<file path="config.mk">
export PLATFORM = sky130hd
export DESIGN_NAME = kbm_serial_rx
export DESIGN_NICKNAME = d
export VERILOG_FILES = /design/src/rtl/kbm_pkg.sv /design/src/rtl/kbm_field_seq.sv /design/src/rtl/kbm_mouse_acc.sv /design/src/rtl/kbm_key_fifo.sv /design/src/rtl/kbm_serial_rx.sv
export SDC_FILE = /design/constraint.sdc
export NUM_CORES = 1
export LEC_CHECK = 0
export CORE_ASPECT_RATIO = 1.75
export CORE_UTILIZATION = 62
export CTS_BUF_LIST = sky130_fd_sc_hd__clkbuf_2 sky130_fd_sc_hd__clkbuf_4 sky130_fd_sc_hd__clkbuf_8
export DETAILED_ROUTE_END_ITERATION = 6
export PLACE_DENSITY = 0.87
export SYNTH_ARGS = -nofsm -noshare
export SYNTH_HDL_FRONTEND = slang
export SYNTH_SLANG_ARGS = --single-unit
</file>
<file path="constraint.sdc">
create_clock -name clk -period 4.6 [get_ports clk]
set_input_delay 0.46 -clock clk [delete_from_list [all_inputs] [get_ports clk]]
set_output_delay 0.46 -clock clk [all_outputs]
set_load 0.01 [all_outputs]
</file>
<file path="src/rtl/kbm_pkg.sv">
// Shared types for the serial keyboard/mouse receiver.
package kbm_pkg;
    // Receiver sequencing states; each non-idle, non-post state is one field.
    typedef enum logic [2:0] {
        ST_IDLE = 3'd0,
        ST_DX   = 3'd1,
        ST_DY   = 3'd2,
        ST_BTN  = 3'd3,
        ST_STS  = 3'd4,
        ST_KEY  = 3'd5,
        ST_POST = 3'd6
    } kbm_state_e;
endpackage

</file>
<file path="src/rtl/kbm_field_seq.sv">
// Field sequencer: walks a serial message field by field.
// Each field length is held as a negative count that is incremented once per
// valid bit; the carry out of the final increment ends the field.
// Assumes: bits arrive MSB first, at most one per cycle, qualified by ser_valid.
// Status bit 0 (the last status bit received) is the key-follows flag.
module kbm_field_seq
    import kbm_pkg::*;
#(
    parameter int DX_BITS  = 4,
    parameter int BTN_BITS = 3,
    parameter int STS_BITS = 4,
    parameter int KEY_BITS = 8
) (
    input  logic                clk,
    input  logic                rst_n,
    input  logic                ser_bit,
    input  logic                ser_valid,
    output logic                dx_stb,
    output logic                dy_stb,
    output logic                btn_stb,
    output logic                sts_stb,
    output logic                key_push,
    output logic [DX_BITS-1:0]  dlt_val,
    output logic [BTN_BITS-1:0] btn_val,
    output logic [STS_BITS-1:0] sts_val,
    output logic [KEY_BITS-1:0] key_byte
);
    localparam int W1    = (DX_BITS > BTN_BITS) ? DX_BITS : BTN_BITS;
    localparam int W2    = (W1 > STS_BITS) ? W1 : STS_BITS;
    localparam int SH_W  = (W2 > KEY_BITS) ? W2 : KEY_BITS;
    localparam int CNT_W = $clog2(SH_W) + 1;

    kbm_state_e        state, state_n;
    logic [CNT_W-1:0]  cnt, cnt_n;
    logic [SH_W-1:0]   sh, sh_n, sh_next;
    logic [CNT_W:0]    cnt_inc;
    logic              last_bit;

    // Two's complement of a field length, loaded at field entry.
    function automatic logic [CNT_W-1:0] neg_len(input int unsigned n);
        neg_len = CNT_W'(0) - CNT_W'(n);
    endfunction

    assign cnt_inc  = {1'b0, cnt} + 1'b1;
    assign last_bit = cnt_inc[CNT_W];
    assign sh_next  = {sh[SH_W-2:0], ser_bit};
    assign dlt_val  = sh_next[DX_BITS-1:0];
    assign btn_val  = sh_next[BTN_BITS-1:0];
    assign sts_val  = sh_next[STS_BITS-1:0];
    assign key_byte = sh[KEY_BITS-1:0];
    assign key_push = (state == ST_POST);

    // Next-state, counter and shift decisions for the current bit.
    always_comb begin
        state_n = state;
        cnt_n   = cnt;
        sh_n    = sh;
        dx_stb  = 1'b0;
        dy_stb  = 1'b0;
        btn_stb = 1'b0;
        sts_stb = 1'b0;
        case (state)
            ST_IDLE: begin
                if (ser_valid && ser_bit) begin
                    state_n = ST_DX;
                    cnt_n   = neg_len(DX_BITS);
                end
            end
            ST_POST: state_n = ST_IDLE;
            default: begin
                if (ser_valid) begin
                    sh_n  = sh_next;
                    cnt_n = cnt_inc[CNT_W-1:0];
                    if (last_bit) begin
                        case (state)
                            ST_DX: begin
                                dx_stb  = 1'b1;
                                state_n = ST_DY;
                                cnt_n   = neg_len(DX_BITS);
                            end
                            ST_DY: begin
                                dy_stb  = 1'b1;
                                state_n = ST_BTN;
                                cnt_n   = neg_len(BTN_BITS);
                            end
                            ST_BTN: begin
                                btn_stb = 1'b1;
                                state_n = ST_STS;
                                cnt_n   = neg_len(STS_BITS);
                            end
                            ST_STS: begin
                                sts_stb = 1'b1;
                                if (sh_next[0]) begin
                                    state_n = ST_KEY;
                                    cnt_n   = neg_len(KEY_BITS);
                                end else begin
                                    state_n = ST_IDLE;
                                end
                            end
                            ST_KEY:  state_n = ST_POST;
                            default: state_n = ST_IDLE;
                        endcase
                    end
                end
            end
        endcase
    end

    // State, counter and shift register storage.
    always_ff @(posedge clk) begin
        if (!rst_n) begin
            state <= ST_IDLE;
            cnt   <= '0;
            sh    <= '0;
        end else begin
            state <= state_n;
            cnt   <= cnt_n;
            sh    <= sh_n;
        end
    end

    assert_start_R2: assert property (@(posedge clk) disable iff (!rst_n)
        (state == ST_IDLE && ser_valid && ser_bit) |=> (state == ST_DX));
    assert_idle_zero_R2: assert property (@(posedge clk) disable iff (!rst_n)
        (state == ST_IDLE && !(ser_valid && ser_bit)) |=> (state == ST_IDLE));
    assert_one_event_R3: assert property (@(posedge clk) disable iff (!rst_n)
        $onehot0({dx_stb, dy_stb, btn_stb, sts_stb, key_push}));
    assert_post_once_R8: assert property (@(posedge clk) disable iff (!rst_n)
        (state == ST_POST) |=> (state == ST_IDLE));
endmodule

</file>
<file path="src/rtl/kbm_mouse_acc.sv">
// Mouse delta accumulator: sign-extends each delta and adds it, wrapping,
// into per-axis accumulators. At field end it captures both into a packed
// word (X high, two zero bits, Y low) and restarts from zero.
// Assumes: dx_stb and dy_stb are never high together.
module kbm_mouse_acc #(
    parameter int DX_BITS  = 4,
    parameter int ACC_BITS = 7
) (
    input  logic                    clk,
    input  logic                    rst_n,
    input  logic                    dx_stb,
    input  logic                    dy_stb,
    input  logic [DX_BITS-1:0]      delta,
    input  logic                    field_end,
    output logic [2*ACC_BITS+1:0]   mouse_word,
    output logic                    mouse_post
);
    localparam int EXT_W = ACC_BITS - DX_BITS;

    logic [ACC_BITS-1:0] acc_x, acc_y, sext;

    assign sext = {{EXT_W{delta[DX_BITS-1]}}, delta};

    // Accumulate deltas; a field end restarts both sums before this delta.
    always_ff @(posedge clk) begin
        if (!rst_n) begin
            acc_x <= '0;
            acc_y <= '0;
        end else begin
            acc_x <= (field_end ? '0 : acc_x) + (dx_stb ? sext : '0);
            acc_y <= (field_end ? '0 : acc_y) + (dy_stb ? sext : '0);
        end
    end

    // Capture the packed word and pulse the post flag at field end.
    always_ff @(posedge clk) begin
        if (!rst_n) begin
            mouse_word <= '0;
            mouse_post <= 1'b0;
        end else begin
            mouse_post <= field_end;
            if (field_end) mouse_word <= {acc_x, 2'b00, acc_y};
        end
    end

    assert_clear_R6: assert property (@(posedge clk) disable iff (!rst_n)
        (field_end && !dx_stb && !dy_stb) |=> (acc_x == '0 && acc_y == '0));
    assert_hold_x_R4: assert property (@(posedge clk) disable iff (!rst_n)
        (!field_end && !dx_stb) |=> $stable(acc_x));
    assert_post_pulse_R6: assert property (@(posedge clk) disable iff (!rst_n)
        (!field_end) |=> !mouse_post);
endmodule

</file>
<file path="src/rtl/kbm_key_fifo.sv">
// Key code queue: a small shift-down FIFO held as one packed vector; entry 0
// is the oldest. A push while full without a pop is dropped and recorded in a
// sticky overrun flag.
// Assumes: pop is ignored while empty.
module kbm_key_fifo #(
    parameter int KEY_BITS = 8,
    parameter int DEPTH    = 2
) (
    input  logic                clk,
    input  logic                rst_n,
    input  logic                push,
    input  logic [KEY_BITS-1:0] push_data,
    input  logic                pop,
    output logic                valid,
    output logic [KEY_BITS-1:0] head,
    output logic                overrun
);
    localparam int CW = $clog2(DEPTH + 1);

    logic [DEPTH*KEY_BITS-1:0] ent, ent_n;
    logic [CW-1:0]             cnt, cnt_n, wr_idx;
    logic                      do_pop, accept;

    assign do_pop = pop && (cnt != '0);
    assign accept = push && ((cnt != CW'(DEPTH)) || do_pop);
    assign wr_idx = cnt - CW'(do_pop);
    assign valid  = (cnt != '0);
    assign head   = ent[KEY_BITS-1:0];

    // Shift out the head on pop, then place an accepted code at the tail.
    always_comb begin
        ent_n = do_pop ? (ent >> KEY_BITS) : ent;
        if (accept) begin
            for (int i = 0; i < DEPTH; i++) begin
                if (wr_idx == CW'(i)) ent_n[i*KEY_BITS +: KEY_BITS] = push_data;
            end
        end
        cnt_n = cnt + CW'(accept) - CW'(do_pop);
    end

    // Queue storage, fill count and sticky overrun.
    always_ff @(posedge clk) begin
        if (!rst_n) begin
            ent     <= '0;
            cnt     <= '0;
            overrun <= 1'b0;
        end else begin
            ent     <= ent_n;
            cnt     <= cnt_n;
            overrun <= overrun | (push && !accept);
        end
    end

    assert_no_overflow_R10: assert property (@(posedge clk) disable iff (!rst_n)
        cnt <= CW'(DEPTH));
    assert_sticky_R10: assert property (@(posedge clk) disable iff (!rst_n)
        overrun |=> overrun);
    assert_idle_count_R9: assert property (@(posedge clk) disable iff (!rst_n)
        (!push && !pop) |=> $stable(cnt));
endmodule

</file>
<file path="src/rtl/kbm_serial_rx.sv">
// Serial keyboard/mouse receiver top: ties the field sequencer, the mouse
// accumulator and the key queue together and holds the last button and
// status fields.
// Assumes: field_end is a one-cycle strobe; key_pop is qualified by key_valid.
module kbm_serial_rx #(
    parameter int DX_BITS   = 4,
    parameter int ACC_BITS  = 7,
    parameter int BTN_BITS  = 3,
    parameter int STS_BITS  = 4,
    parameter int KEY_BITS  = 8,
    parameter int KEY_DEPTH = 2
) (
    input  logic                    clk,
    input  logic                    rst_n,
    input  logic                    ser_bit,
    input  logic                    ser_valid,
    input  logic                    field_end,
    input  logic                    key_pop,
    output logic [2*ACC_BITS+1:0]   mouse_word,
    output logic                    mouse_post,
    output logic [BTN_BITS-1:0]     buttons,
    output logic [STS_BITS-1:0]     status,
    output logic                    key_valid,
    output logic [KEY_BITS-1:0]     key_code,
    output logic                    key_overrun
);
    logic                dx_stb, dy_stb, btn_stb, sts_stb, key_push;
    logic [DX_BITS-1:0]  dlt_val;
    logic [BTN_BITS-1:0] btn_val;
    logic [STS_BITS-1:0] sts_val;
    logic [KEY_BITS-1:0] key_byte;

    kbm_field_seq #(
        .DX_BITS (DX_BITS),
        .BTN_BITS(BTN_BITS),
        .STS_BITS(STS_BITS),
        .KEY_BITS(KEY_BITS)
    ) u_seq (
        .clk      (clk),
        .rst_n    (rst_n),
        .ser_bit  (ser_bit),
        .ser_valid(ser_valid),
        .dx_stb   (dx_stb),
        .dy_stb   (dy_stb),
        .btn_stb  (btn_stb),
        .sts_stb  (sts_stb),
        .key_push (key_push),
        .dlt_val  (dlt_val),
        .btn_val  (btn_val),
        .sts_val  (sts_val),
        .key_byte (key_byte)
    );

    kbm_mouse_acc #(
        .DX_BITS (DX_BITS),
        .ACC_BITS(ACC_BITS)
    ) u_acc (
        .clk       (clk),
        .rst_n     (rst_n),
        .dx_stb    (dx_stb),
        .dy_stb    (dy_stb),
        .delta     (dlt_val),
        .field_end (field_end),
        .mouse_word(mouse_word),
        .mouse_post(mouse_post)
    );

    kbm_key_fifo #(
        .KEY_BITS(KEY_BITS),
        .DEPTH   (KEY_DEPTH)
    ) u_keys (
        .clk      (clk),
        .rst_n    (rst_n),
        .push     (key_push),
        .push_data(key_byte),
        .pop      (key_pop),
        .valid    (key_valid),
        .head     (key_code),
        .overrun  (key_overrun)
    );

    // Hold the last completed button and status fields.
    always_ff @(posedge clk) begin
        if (!rst_n) begin
            buttons <= '0;
            status  <= '0;
        end else begin
            if (btn_stb) buttons <= btn_val;
            if (sts_stb) status  <= sts_val;
        end
    end

    assert_btn_hold_R7: assert property (@(posedge clk) disable iff (!rst_n)
        !btn_stb |=> $stable(buttons));
endmodule

</file>
; Word level (Yosys, flattened, before mapping)
; Index checks and enable logic that the tools add are counted.
[op_classes]
multipliers = 0
n_reduce_logical = 17
bitwise_logic = 3
n_lt_le_gt_ge = 0
mux = 36
shift = 0
n_eq_ne = 9
div_mod_pow = 0
addsub = 6
[ops]
columns = operator, n
row1 = $mux W16, 2
row2 = $mux W7, 4
row3 = $mux W1, 16
row4 = $mux W4, 4
row5 = $mux W8, 2
row6 = $pmux W3 S5, 1
row7 = $add A7 B7 Y7, 2
row8 = $mux W3, 4
row9 = $pmux W4 S3, 1
row10 = $eq A3 B3 Y1 const B, 3
row11 = $pmux W4 S2, 1
row12 = $eq A3 B2 Y1 const B, 2
row13 = $pmux W3 S2, 1
row14 = $reduce_and A3 Y1, 2
row15 = $reduce_bool A3 Y1, 2
row16 = $add A4 B1 Y5 const B, 1
row17 = $logic_and A1 B1 Y1, 4
row18 = $reduce_bool A2 Y1, 2
row19 = $reduce_or A2 Y1, 2
row20 = $sub A2 B1 Y2, 2
row21 = $eq A3 B1 Y1 const B, 1
row22 = $logic_not A3 Y1, 1
row23 = $add A2 B1 Y2, 1
row24 = $eq A2 B1 Y1 const B, 1
row25 = 8 further kinds, 9
[totals]
rom_bits = 0
in_bits = 6
ramBits = 0
wordCells = 83
output_inout_bits = 34
regBits = 70
latchBits = 0
memories = 0

; Depth between registers and ports, before layout
; Gate-level depths: netlist (run 1).
[logic_depth]
word_depth = 7
mapped_depth = 14
mapped_depth_nobuf = 13

; Modules after synthesis
; From an unflattened synthesis (run 1), not the netlist that was laid out.
[hier_totals]
hier_cells = 387
area_unflattened_um2 = 3633.5
[by_module_without_submodules]
columns = module, instances, cells_per_inst, seq_area_each_um2, area_per_inst_um2
row1 = kbm_mouse_acc, 1, 167, 580.6, 1572.8
row2 = kbm_key_fifo, 1, 96, 380.4, 907.1
row3 = kbm_field_seq, 1, 102, 300.3, 892.1
row4 = kbm_serial_rx, 1, 22, 140.1, 261.5

; Least setup slack after synthesis (run 1)
; Ideal clock, no wire load.
[synth_timing]
path_type = register to register
from = reg u_seq.cnt[0]
to = reg u_acc.acc_x[6]
slack_ns = 1.593
setup_ns = 0.119
synth_period_minus_slack_ns = 3.007
required_ns = 4.481
n_path_buf = 1
arrival_time_ns = 2.889
stages_incl_launch_ff = 15
cell_sequence = dfxtp_1 -> ha_1 -> and4_2 -> clkbuf_1 -> nand2_1 -> nor3_1 -> and2_1 -> ha_1 -> inv_1 -> fa_1 -> inv_1 -> a21oi_1 -> or3_2 -> a21oi_1 -> nor3b_1
[synth_via]
elab_chain_cells = 6
[synth_rtl]
columns = item, line_no
row1 = from (decl), kbm_field_seq.sv:34  ; logic [CNT_W-1:0] cnt, cnt_n;
row2 = from (signal assigned), kbm_field_seq.sv:117  ; cnt <= cnt_n;
row3 = $add A4 B1 Y5, kbm_field_seq.sv:44  ; assign cnt_inc = {1'b0, cnt} + 1'b1;
row4 = $mux W1, kbm_field_seq.sv:74  ; if (last_bit) begin
row5 = $mux W1, kbm_field_seq.sv:71  ; if (ser_valid) begin
row6 = $mux W1, kbm_field_seq.sv:62  ; case (state)
row7 = $mux W7, kbm_mouse_acc.sv:30  ; acc_x <= (field_end ? '0 : acc_x) + (dx_stb ? sext : '0);
row8 = $add A7 B7 Y7, kbm_mouse_acc.sv:30
row9 = to (signal assigned), kbm_mouse_acc.sv:30
row10 = to (decl), kbm_mouse_acc.sv:20  ; logic [ACC_BITS-1:0] acc_x, acc_y, sext;
; No other way between the ends.
; A chain may end at the register's enable or synchronous reset.

; Worst setup path in the final report (run 1)
[layout_timing]
from = in ser_valid
to = reg u_acc.acc_x[6]
[layout_via]
elab_chain_cells = 4
[layout_rtl]
columns = item, line_no
row1 = from (decl), kbm_serial_rx.sv:16  ; input logic ser_valid,
row2 = $mux W1, kbm_field_seq.sv:71
row3 = $mux W1, kbm_field_seq.sv:62
row4 = $mux W7, kbm_mouse_acc.sv:30
row5 = $add A7 B7 Y7, kbm_mouse_acc.sv:30
; No other way between the ends.

==> run_summary.xml, run 1 <==
<?xml version="1.0" encoding="UTF-8"?>
<metrics>
  <group name="cells_and_area">
    <metric name="fin_area" unit="um2">3960</metric>
    <metric name="finalNonFillerCells" unit="">498</metric>
    <metric name="design.final.nets" unit="">438</metric>
    <metric name="final_util" unit="%">74.7</metric>
    <metric name="final_cell_mix" unit="">sky130_fd_sc_hd__dfxtp_1 (70), sky130_fd_sc_hd__nor2_1 (54), sky130_fd_sc_hd__nand2_1 (42), sky130_fd_sc_hd__clkdlybuf4s50_1 (37), sky130_fd_sc_hd__mux2i_1 (34)</metric>
    <metric name="antenna-diode-count" unit="">0</metric>
    <metric name="final.fill_count" unit="">384</metric>
    <metric name="flow.area_growth_from_synthesis" unit="%">15.5</metric>
    <metric name="final_common_cell" unit="">sky130_fd_sc_hd__dfxtp_1</metric>
    <metric name="final_layout_size_suffix_gt1_share" unit="%">6.37</metric>
  </group>
  <group name="critical_path">
    <metric name="highest_fanout_seen_on_the_critical_path" unit="">7</metric>
    <metric name="cp-end-kind" unit="">register</metric>
    <metric name="critPathKind" unit="">in2reg</metric>
    <metric name="setup.worst_path.start_class" unit="">input pin</metric>
    <metric name="cp.required" unit="ns">4.80</metric>
    <metric name="crit_path_dat" unit="ns">3.51</metric>
  </group>
  <group name="floorplanning">
    <metric name="die_w" unit="um">58.2</metric>
    <metric name="io_pins" unit="">40</metric>
    <metric name="dieArea" unit="um2">5840</metric>
    <metric name="row_count" unit="">35</metric>
    <metric name="start_util" unit="%">64.7</metric>
    <metric name="design.core.area" unit="um2">5300</metric>
    <metric name="die-height" unit="um">100</metric>
  </group>
  <group name="placement">
    <metric name="dp.final_hpwl" unit="um">4810</metric>
    <metric name="preCtsSetupSlack" unit="ns">0.937</metric>
    <metric name="dp_cells" unit="">482</metric>
    <metric name="area_of_placed_instances" unit="um2">3750</metric>
    <metric name="portBuffers" unit="">37</metric>
    <metric name="gpl.final_weighted_congestion" unit="">0.844</metric>
  </group>
  <group name="synth">
    <metric name="synth-edff-count" unit="">0</metric>
    <metric name="ys_seq_area_share" unit="%">40.9</metric>
    <metric name="most_used_flip_flop_cell_after_synthesis" unit="">sky130_fd_sc_hd__dfxtp_1</metric>
    <metric name="postSynthRegisterBits" unit="">70</metric>
    <metric name="synth.lib_cells_used.distinct" unit="">48</metric>
    <metric name="synthesis.area" unit="um2">3430</metric>
    <metric name="synthesis.area_per_instance" unit="um2">8.59</metric>
    <metric name="synth_cells" unit="">399</metric>
    <metric name="yosys_warnings" unit="">0</metric>
    <metric name="synth-async-reset-ratio" unit="%">0</metric>
  </group>
  <group name="power">
    <metric name="cellPowerDensity" unit="nW/um2">314</metric>
    <metric name="vdd.ir_drop.worst" unit="V">0.000198</metric>
    <metric name="p_leak" unit="nW">1.70</metric>
  </group>
  <group name="clock_tree">
    <metric name="clock-sinks" unit="">70</metric>
    <metric name="cts_buffer_depth" unit="">2</metric>
    <metric name="cts-htree-levels" unit="">3</metric>
    <metric name="insertion_delay" unit="ns">0.35</metric>
    <metric name="tritoncts" unit="">built</metric>
    <metric name="cts_setup_buffers" unit="">0</metric>
    <metric name="cts-hold-fix-buffers" unit="">0</metric>
    <metric name="post_cts_sizing_count" unit="">0</metric>
    <metric name="clk_transition_reported_paths" unit="ns">0.08</metric>
    <metric name="cts_inserted_buffers" unit="">9</metric>
    <metric name="clockRootBuffer" unit="">sky130_fd_sc_hd__clkbuf_8</metric>
  </group>
  <group name="timing">
    <metric name="maxSlewViolCount" unit="">0</metric>
    <metric name="finalWorstPathRequiredPeriod" unit="ns">3.31</metric>
    <metric name="timing_hold_violations_final" unit="">0</metric>
    <metric name="worst-slew-pin-transition" unit="ns">1.04</metric>
    <metric name="fin_skew" unit="ns">0.00981</metric>
    <metric name="fin_ws" unit="ns">1.29</metric>
    <metric name="setup_total_negative_slack" unit="ns">0</metric>
    <metric name="finalCritPeriodShare" unit="%">72.0</metric>
    <metric name="setup_viol" unit="">0</metric>
    <metric name="max_slew_margin" unit="%">30.3</metric>
    <metric name="max_freq" unit="MHz">302</metric>
    <metric name="grt_setup_unrepaired" unit="">no</metric>
  </group>
  <group name="global_routing">
    <metric name="grt_use_total" unit="%">25.6</metric>
    <metric name="antenna_found_initial" unit="">0</metric>
    <metric name="first_global_vias" unit="">2623</metric>
    <metric name="grt_start_max_net_pins" unit="">65</metric>
    <metric name="total_grt_overflow" unit="">0</metric>
    <metric name="grt_pass1_wl" unit="um">11500</metric>
  </group>
  <group name="detailed_routing">
    <metric name="route.antenna.remaining_nets" unit="">0</metric>
    <metric name="drc_violation_count_after_routing" unit="">0</metric>
    <metric name="num_vias" unit="">2737</metric>
    <metric name="total_detailed_routing_wirelength" unit="um">6910</metric>
    <metric name="drt_iter0_drc" unit="">85</metric>
    <metric name="detail_route.first_pass.iterations" unit="">4</metric>
    <metric name="avgRoutedWirePerCell" unit="um">13.9</metric>
    <metric name="avgViaCountPerCell" unit="">5.50</metric>
  </group>
  <group name="flow_run">
    <metric name="cap_violations" unit="">0</metric>
  </group>
  <group name="status">
    <metric name="status" unit="">completed</metric>
  </group>
  <group name="min_path">
    <metric name="hold_path.class" unit="">reg2reg</metric>
  </group>
</metrics>
## critical path: stages
cell                              delay (ns)
sky130_fd_sc_hd__clkdlybuf4s50_1        0.60
sky130_fd_sc_hd__and4_2                 0.35
sky130_fd_sc_hd__nand2_1                0.07
sky130_fd_sc_hd__nor3_1                 0.27
sky130_fd_sc_hd__and2_1                 0.19
sky130_fd_sc_hd__ha_1                   0.17
sky130_fd_sc_hd__inv_1                  0.05
sky130_fd_sc_hd__fa_1                   0.39
sky130_fd_sc_hd__inv_1                  0.07
sky130_fd_sc_hd__a21oi_1                0.15
sky130_fd_sc_hd__or3_2                  0.52
sky130_fd_sc_hd__a21oi_1                0.16
sky130_fd_sc_hd__nor3b_1                0.06
## worst paths after layout
path | endpoint | slack (ns) | cells past startpoint | start
max | u_acc.acc_x[6]$_SDFF_PN0_ | 1.29 | 13 | ser_valid
min | u_keys.ent[15]$_SDFF_PN0_ | 0.47 | 2 | u_seq.key_byte[7]$_SDFFE_PN0P_
max reg2reg | u_acc.acc_x[6]$_SDFF_PN0_ | 1.29 | 13 | u_seq.cnt[0]$_SDFFE_PN0P_
min reg2reg | u_keys.ent[15]$_SDFF_PN0_ | 0.47 | 2 | u_seq.key_byte[7]$_SDFFE_PN0P_
## Yosys cell counts (3+ instances only)
cell                        n  area [um2]
sky130_fd_sc_hd__dfxtp_1   70        1400
sky130_fd_sc_hd__nor2_1    54         203
sky130_fd_sc_hd__nand2_1   42         158
sky130_fd_sc_hd__mux2i_1   34         340
sky130_fd_sc_hd__a21oi_1   26         130
sky130_fd_sc_hd__inv_1     15        56.3
sky130_fd_sc_hd__nand3_1   15        75.1
sky130_fd_sc_hd__clkbuf_1  13        48.8
sky130_fd_sc_hd__ha_1      11         138
sky130_fd_sc_hd__nor2b_1   11        68.8
sky130_fd_sc_hd__a211oi_1  10        75.1
sky130_fd_sc_hd__buf_4     10        75.1
sky130_fd_sc_hd__xnor2_1   10        87.6
sky130_fd_sc_hd__and2_1     6        37.5
sky130_fd_sc_hd__o21ai_0    6        30.0
sky130_fd_sc_hd__buf_1      5        18.8
sky130_fd_sc_hd__nand2b_1   5        31.3
sky130_fd_sc_hd__nor3_1     5        25.0
sky130_fd_sc_hd__xor2_1     5        43.8
sky130_fd_sc_hd__a31oi_1    4        25.0
sky130_fd_sc_hd__buf_2      4        20.0
sky130_fd_sc_hd__nor3b_1    4        30.0
sky130_fd_sc_hd__a21o_1     3        22.5
sky130_fd_sc_hd__o211ai_1   3        22.5
## registers in the layout, indices dropped and copies added (netlist names), 4 cells and up
signal	cells
status	4
u_acc.acc_x	7
u_acc.acc_y	7
u_acc.mouse_word	14
u_keys.ent	16
u_seq.cnt	4
u_seq.key_byte	8
## layout make-up
type,instances,area (um2),area share (%)
multi-input combinational,282,1810,45.7
timing repair buffer,40,393,9.93
tap,74,92.6,2.34
sequential,70,1400,35.4
clock inverter,7,80.1,2.02
clock buffer,9,124,3.13
inverter,16,60.1,1.52
## power breakdown
part	switching [W]	total [W]	internal, W
logic	0.0000579	0.0000981	0.0000402
clock network	0.000257	0.000516	0.000259
registers	0.0000152	0.000629	0.000614
## routing by layer
layer / GRT usage (%) / share of wire, % / vias up
li1: - / - / 1382
met1: 27.5 / 41 / 1271
met2: 45.2 / 53 / 66
met3: 5.15 / 3.4 / 18
met4: 14.5 / 2.6 / 0
met5: 0 / 0 / -
## cells by family after synthesis
group | synth area share [%]
compound gates | 11.2
xor+xnor | 3.83
fa+ha+maj | 5.18
buf+inv | 6.50
flops | 40.9
mux | 9.93
other cells | 0.109
simple gates | 22.3
## per-stage QoR
stage | hold slack (ns) | total power [W]
global placement | 0.454 | 0.000738
floorplan | 0.446 | 0.000715
global route | 0.490 | 0.00128
detailed placement | 0.459 | 0.000741
finish | 0.471 | 0.00124
CTS | 0.470 | 0.00125
No activity file was read; power rests on OpenSTA's default activity.
==> run 2: changes to the inputs <==
--- a/config.mk
+++ b/config.mk
@@ -6,10 +6,10 @@
 export NUM_CORES = 1
 export LEC_CHECK = 0
 export CORE_ASPECT_RATIO = 1.75
-export CORE_UTILIZATION = 62
+export CORE_UTILIZATION = 52
 export CTS_BUF_LIST = sky130_fd_sc_hd__clkbuf_2 sky130_fd_sc_hd__clkbuf_4 sky130_fd_sc_hd__clkbuf_8
 export DETAILED_ROUTE_END_ITERATION = 6
-export PLACE_DENSITY = 0.87
+export PLACE_DENSITY = 0.78
 export SYNTH_ARGS = -nofsm -noshare
 export SYNTH_HDL_FRONTEND = slang
 export SYNTH_SLANG_ARGS = --single-unit
==> constraint.sdc (replaced) <==
create_clock -name clk -period 2.7 [get_ports clk]
set_input_delay 0.27 -clock clk [delete_from_list [all_inputs] [get_ports clk]]
set_output_delay 0.27 -clock clk [all_outputs]
set_load 0.01 [all_outputs]
==> run 2 against run 1 <==
Net effect:
- first-iteration DRC count rose by 49%
- register-to-register slack lost 1.2 ns
- critical endpoint unchanged
- combinational power is 110% higher
- global-route usage shrank 3.1 points
- cell count increased by 6.8%
- clock skew is 0.0025 ns lower
- wire length rose by 6.0%
- largest power group unchanged
- final area up 9.0%
- power rose by 77%
==> run_summary.xml, run 2 (same netlist as run 1, synthesis figures left out) <==
<?xml version="1.0" encoding="UTF-8"?>
<metrics>
  <group name="status">
    <metric name="status" unit="">completed</metric>
  </group>
  <group name="critical_path">
    <metric name="startpoint_of_the_most_critical_setup_path" unit="">u_seq.cnt[0]$_SDFFE_PN0P_</metric>
    <metric name="r2r-end" unit="">u_acc.acc_x[6]$_SDFF_PN0_</metric>
    <metric name="setup.worst_path.start_class" unit="">register</metric>
    <metric name="crit_path_dat" unit="ns">2.81</metric>
    <metric name="critPathSlowestCell" unit="">sky130_fd_sc_hd__dfxtp_4</metric>
    <metric name="critPathKind" unit="">reg2reg</metric>
    <metric name="critical_path.cell_chain" unit="">ha_4 -&gt; and4_4 -&gt; nand2_1 -&gt; nor3_2 -&gt; and2_1 -&gt; ha_2 -&gt; inv_1 -&gt; fa_2 -&gt; inv_2 -&gt; a21oi_4 -&gt; or3_4 -&gt; a21oi_2 -&gt; nor3b_2</metric>
    <metric name="highest_fanout_seen_on_the_critical_path" unit="">7</metric>
    <metric name="reg2reg_from" unit="">u_seq.cnt[0]$_SDFFE_PN0P_</metric>
    <metric name="r2r_slack" unit="ns">0.12</metric>
    <metric name="cp.required" unit="ns">2.94</metric>
    <metric name="cp-end-kind" unit="">register</metric>
    <metric name="worstRegToRegCells" unit="">13</metric>
    <metric name="critical_path_max_stage_delay" unit="ns">0.37</metric>
  </group>
  <group name="global_routing">
    <metric name="total_grt_overflow" unit="">0</metric>
    <metric name="grt_use_total" unit="%">22.4</metric>
    <metric name="grt_start_max_net_pins" unit="">41</metric>
    <metric name="antenna_found_initial" unit="">0</metric>
    <metric name="grt_pass1_wl" unit="um">12100</metric>
    <metric name="first_global_vias" unit="">2712</metric>
  </group>
  <group name="detailed_routing">
    <metric name="num_vias" unit="">2816</metric>
    <metric name="route.antenna.remaining_nets" unit="">0</metric>
    <metric name="detail_route.first_pass.iterations" unit="">4</metric>
    <metric name="drc_violation_count_after_routing" unit="">0</metric>
    <metric name="total_detailed_routing_wirelength" unit="um">7330</metric>
    <metric name="avgRoutedWirePerCell" unit="um">13.8</metric>
    <metric name="drt_iter0_drc" unit="">127</metric>
    <metric name="avgViaCountPerCell" unit="">5.29</metric>
  </group>
  <group name="timing">
    <metric name="grt_setup_unrepaired" unit="">yes</metric>
    <metric name="finalCritPeriodShare" unit="%">95.5</metric>
    <metric name="finalWorstPathRequiredPeriod" unit="ns">2.58</metric>
    <metric name="setup_viol" unit="">0</metric>
    <metric name="fin_skew" unit="ns">0.00733</metric>
    <metric name="maxSlewViolCount" unit="">0</metric>
    <metric name="timing_hold_violations_final" unit="">0</metric>
    <metric name="max_freq" unit="MHz">388</metric>
  </group>
  <group name="placement">
    <metric name="area_of_placed_instances" unit="um2">3980</metric>
    <metric name="dp.final_hpwl" unit="um">5120</metric>
    <metric name="dp_cells" unit="">511</metric>
    <metric name="gpl.final_weighted_congestion" unit="">0.902</metric>
    <metric name="portBuffers" unit="">37</metric>
  </group>
  <group name="power">
    <metric name="p_leak" unit="nW">1.87</metric>
    <metric name="cellPowerDensity" unit="nW/um2">510</metric>
    <metric name="finalPower" unit="W">0.00220</metric>
    <metric name="vdd.ir_drop.worst" unit="V">0.000352</metric>
  </group>
  <group name="clock_tree">
    <metric name="cts_buffer_depth" unit="">2</metric>
    <metric name="insertion_delay" unit="ns">0.35</metric>
    <metric name="clockRootBuffer" unit="">sky130_fd_sc_hd__clkbuf_8</metric>
    <metric name="cts-hold-fix-buffers" unit="">0</metric>
    <metric name="clk_transition_reported_paths" unit="ns">0.07</metric>
    <metric name="tritoncts" unit="">built</metric>
    <metric name="clock-sinks" unit="">70</metric>
    <metric name="cts-htree-levels" unit="">3</metric>
    <metric name="cts_inserted_buffers" unit="">9</metric>
  </group>
  <group name="floorplanning">
    <metric name="start_util" unit="%">54.6</metric>
    <metric name="row_count" unit="">38</metric>
    <metric name="die-height" unit="um">109</metric>
    <metric name="design.core.area" unit="um2">6280</metric>
    <metric name="die_w" unit="um">63.4</metric>
    <metric name="io_pins" unit="">40</metric>
    <metric name="dieArea" unit="um2">6930</metric>
  </group>
  <group name="cells_and_area">
    <metric name="final_cell_mix" unit="">sky130_fd_sc_hd__dfxtp_1 (68), sky130_fd_sc_hd__nor2_1 (54), sky130_fd_sc_hd__nand2_1 (42), sky130_fd_sc_hd__clkdlybuf4s50_1 (37), sky130_fd_sc_hd__mux2i_1 (34)</metric>
    <metric name="fin_area" unit="um2">4310</metric>
    <metric name="final_layout_size_suffix_gt1_share" unit="%">15.9</metric>
    <metric name="final_common_cell" unit="">sky130_fd_sc_hd__dfxtp_1</metric>
    <metric name="top_register" unit="">u_keys.ent</metric>
    <metric name="antenna-diode-count" unit="">0</metric>
    <metric name="flow.area_growth_from_synthesis" unit="%">25.9</metric>
    <metric name="design.final.nets" unit="">466</metric>
    <metric name="finalNonFillerCells" unit="">532</metric>
    <metric name="largest_register_ff_count" unit="">16</metric>
  </group>
  <group name="min_path">
    <metric name="endpoint_worst_hold" unit="">u_keys.ent[15]$_SDFF_PN0_</metric>
    <metric name="holdPathStages" unit="">2</metric>
    <metric name="hold_path.class" unit="">reg2reg</metric>
    <metric name="hp-start" unit="">u_seq.key_byte[7]$_SDFFE_PN0P_</metric>
  </group>
  <group name="flow_run">
    <metric name="cap_violations" unit="">0</metric>
  </group>
</metrics>
## run 2: changes by cell type in the layout (fill, tap and decap cells not counted), sizes merged
cell / previous run / this run
clkbuf: 9 / 12
clkinvlp: 1 / 0
clkinv: 1 / 2
buf: 3 / 31
inv: 20 / 16
bufinv: 1 / 2
## run 2: cell type report
class	instances	area, um2
fill	531	1960
timing repair buffer	68	628
multi-input combinational	282	1890
tap	80	100
sequential	70	1410
clock buffer	12	153
clock inverter	4	70.1
inverter	16	60.1
## run 2: worst max path at each step
stage	endpoint
finish	u_acc.acc_x[6]$_SDFF_PN0_
floorplan	u_acc.acc_y[6]$_SDFF_PN0_
detailed placement	u_acc.acc_y[6]$_SDFF_PN0_
global placement	u_acc.acc_y[5]$_SDFF_PN0_
global route	u_acc.acc_x[6]$_SDFF_PN0_
CTS	u_acc.acc_x[6]$_SDFF_PN0_
## run 2: routing by layer
metal | track usage, % | share of wire (%) | vias up
met3 | 4.98 | 3.9 | 18
met5 | 0 | 0 | -
met1 | 23.7 | 41 | 1304
met4 | 12.5 | 2.5 | 0
met2 | 40.6 | 52 | 58
li1 | - | - | 1436
## run 2: metrics by stage
stage | TNS [ns] | worst slack [ns] | hold WS (ns) | util, %
2_1_floorplan | 0 | 0.0597 | 0.446 | -
3_3_place_gp | -1.12 | -0.197 | 0.453 | 63.4
3_5_place_dp | -1.76 | -0.314 | 0.460 | 63.4
4_1_cts | 0 | 0.0188 | 0.463 | 66.9
5_1_grt | -0.0202 | -0.0179 | 0.486 | 68.7
6_report | 0 | 0.122 | 0.462 | 68.7
## run 2: repair_timing
item                                    in CTS  in global routing
pin swaps                                    1                  5
endpoints found under the setup margin       1                  7
endpoints found under the hold margin        0                  0
buffers inserted                             0                  5
gates resized for setup                      1                 14
## run 2: worst max-delay path, delay by kind of cell, from the launching register on
family | cells | cell delay [ns]
buf+inv | 2 | 0.13
fa+ha+maj | 3 | 0.69
simple gates | 6 | 1.04
flops | 1 | 0.37
compound gates | 2 | 0.22
## run 2: where the power goes
part / switching (W) / internal (W) / leakage, nW / total (W)
sequential: 0.0000178 / 0.00105 / 0.566 / 0.00106
clock: 0.000372 / 0.000563 / 0.117 / 0.000935
combinational: 0.000116 / 0.0000868 / 1.18 / 0.000203
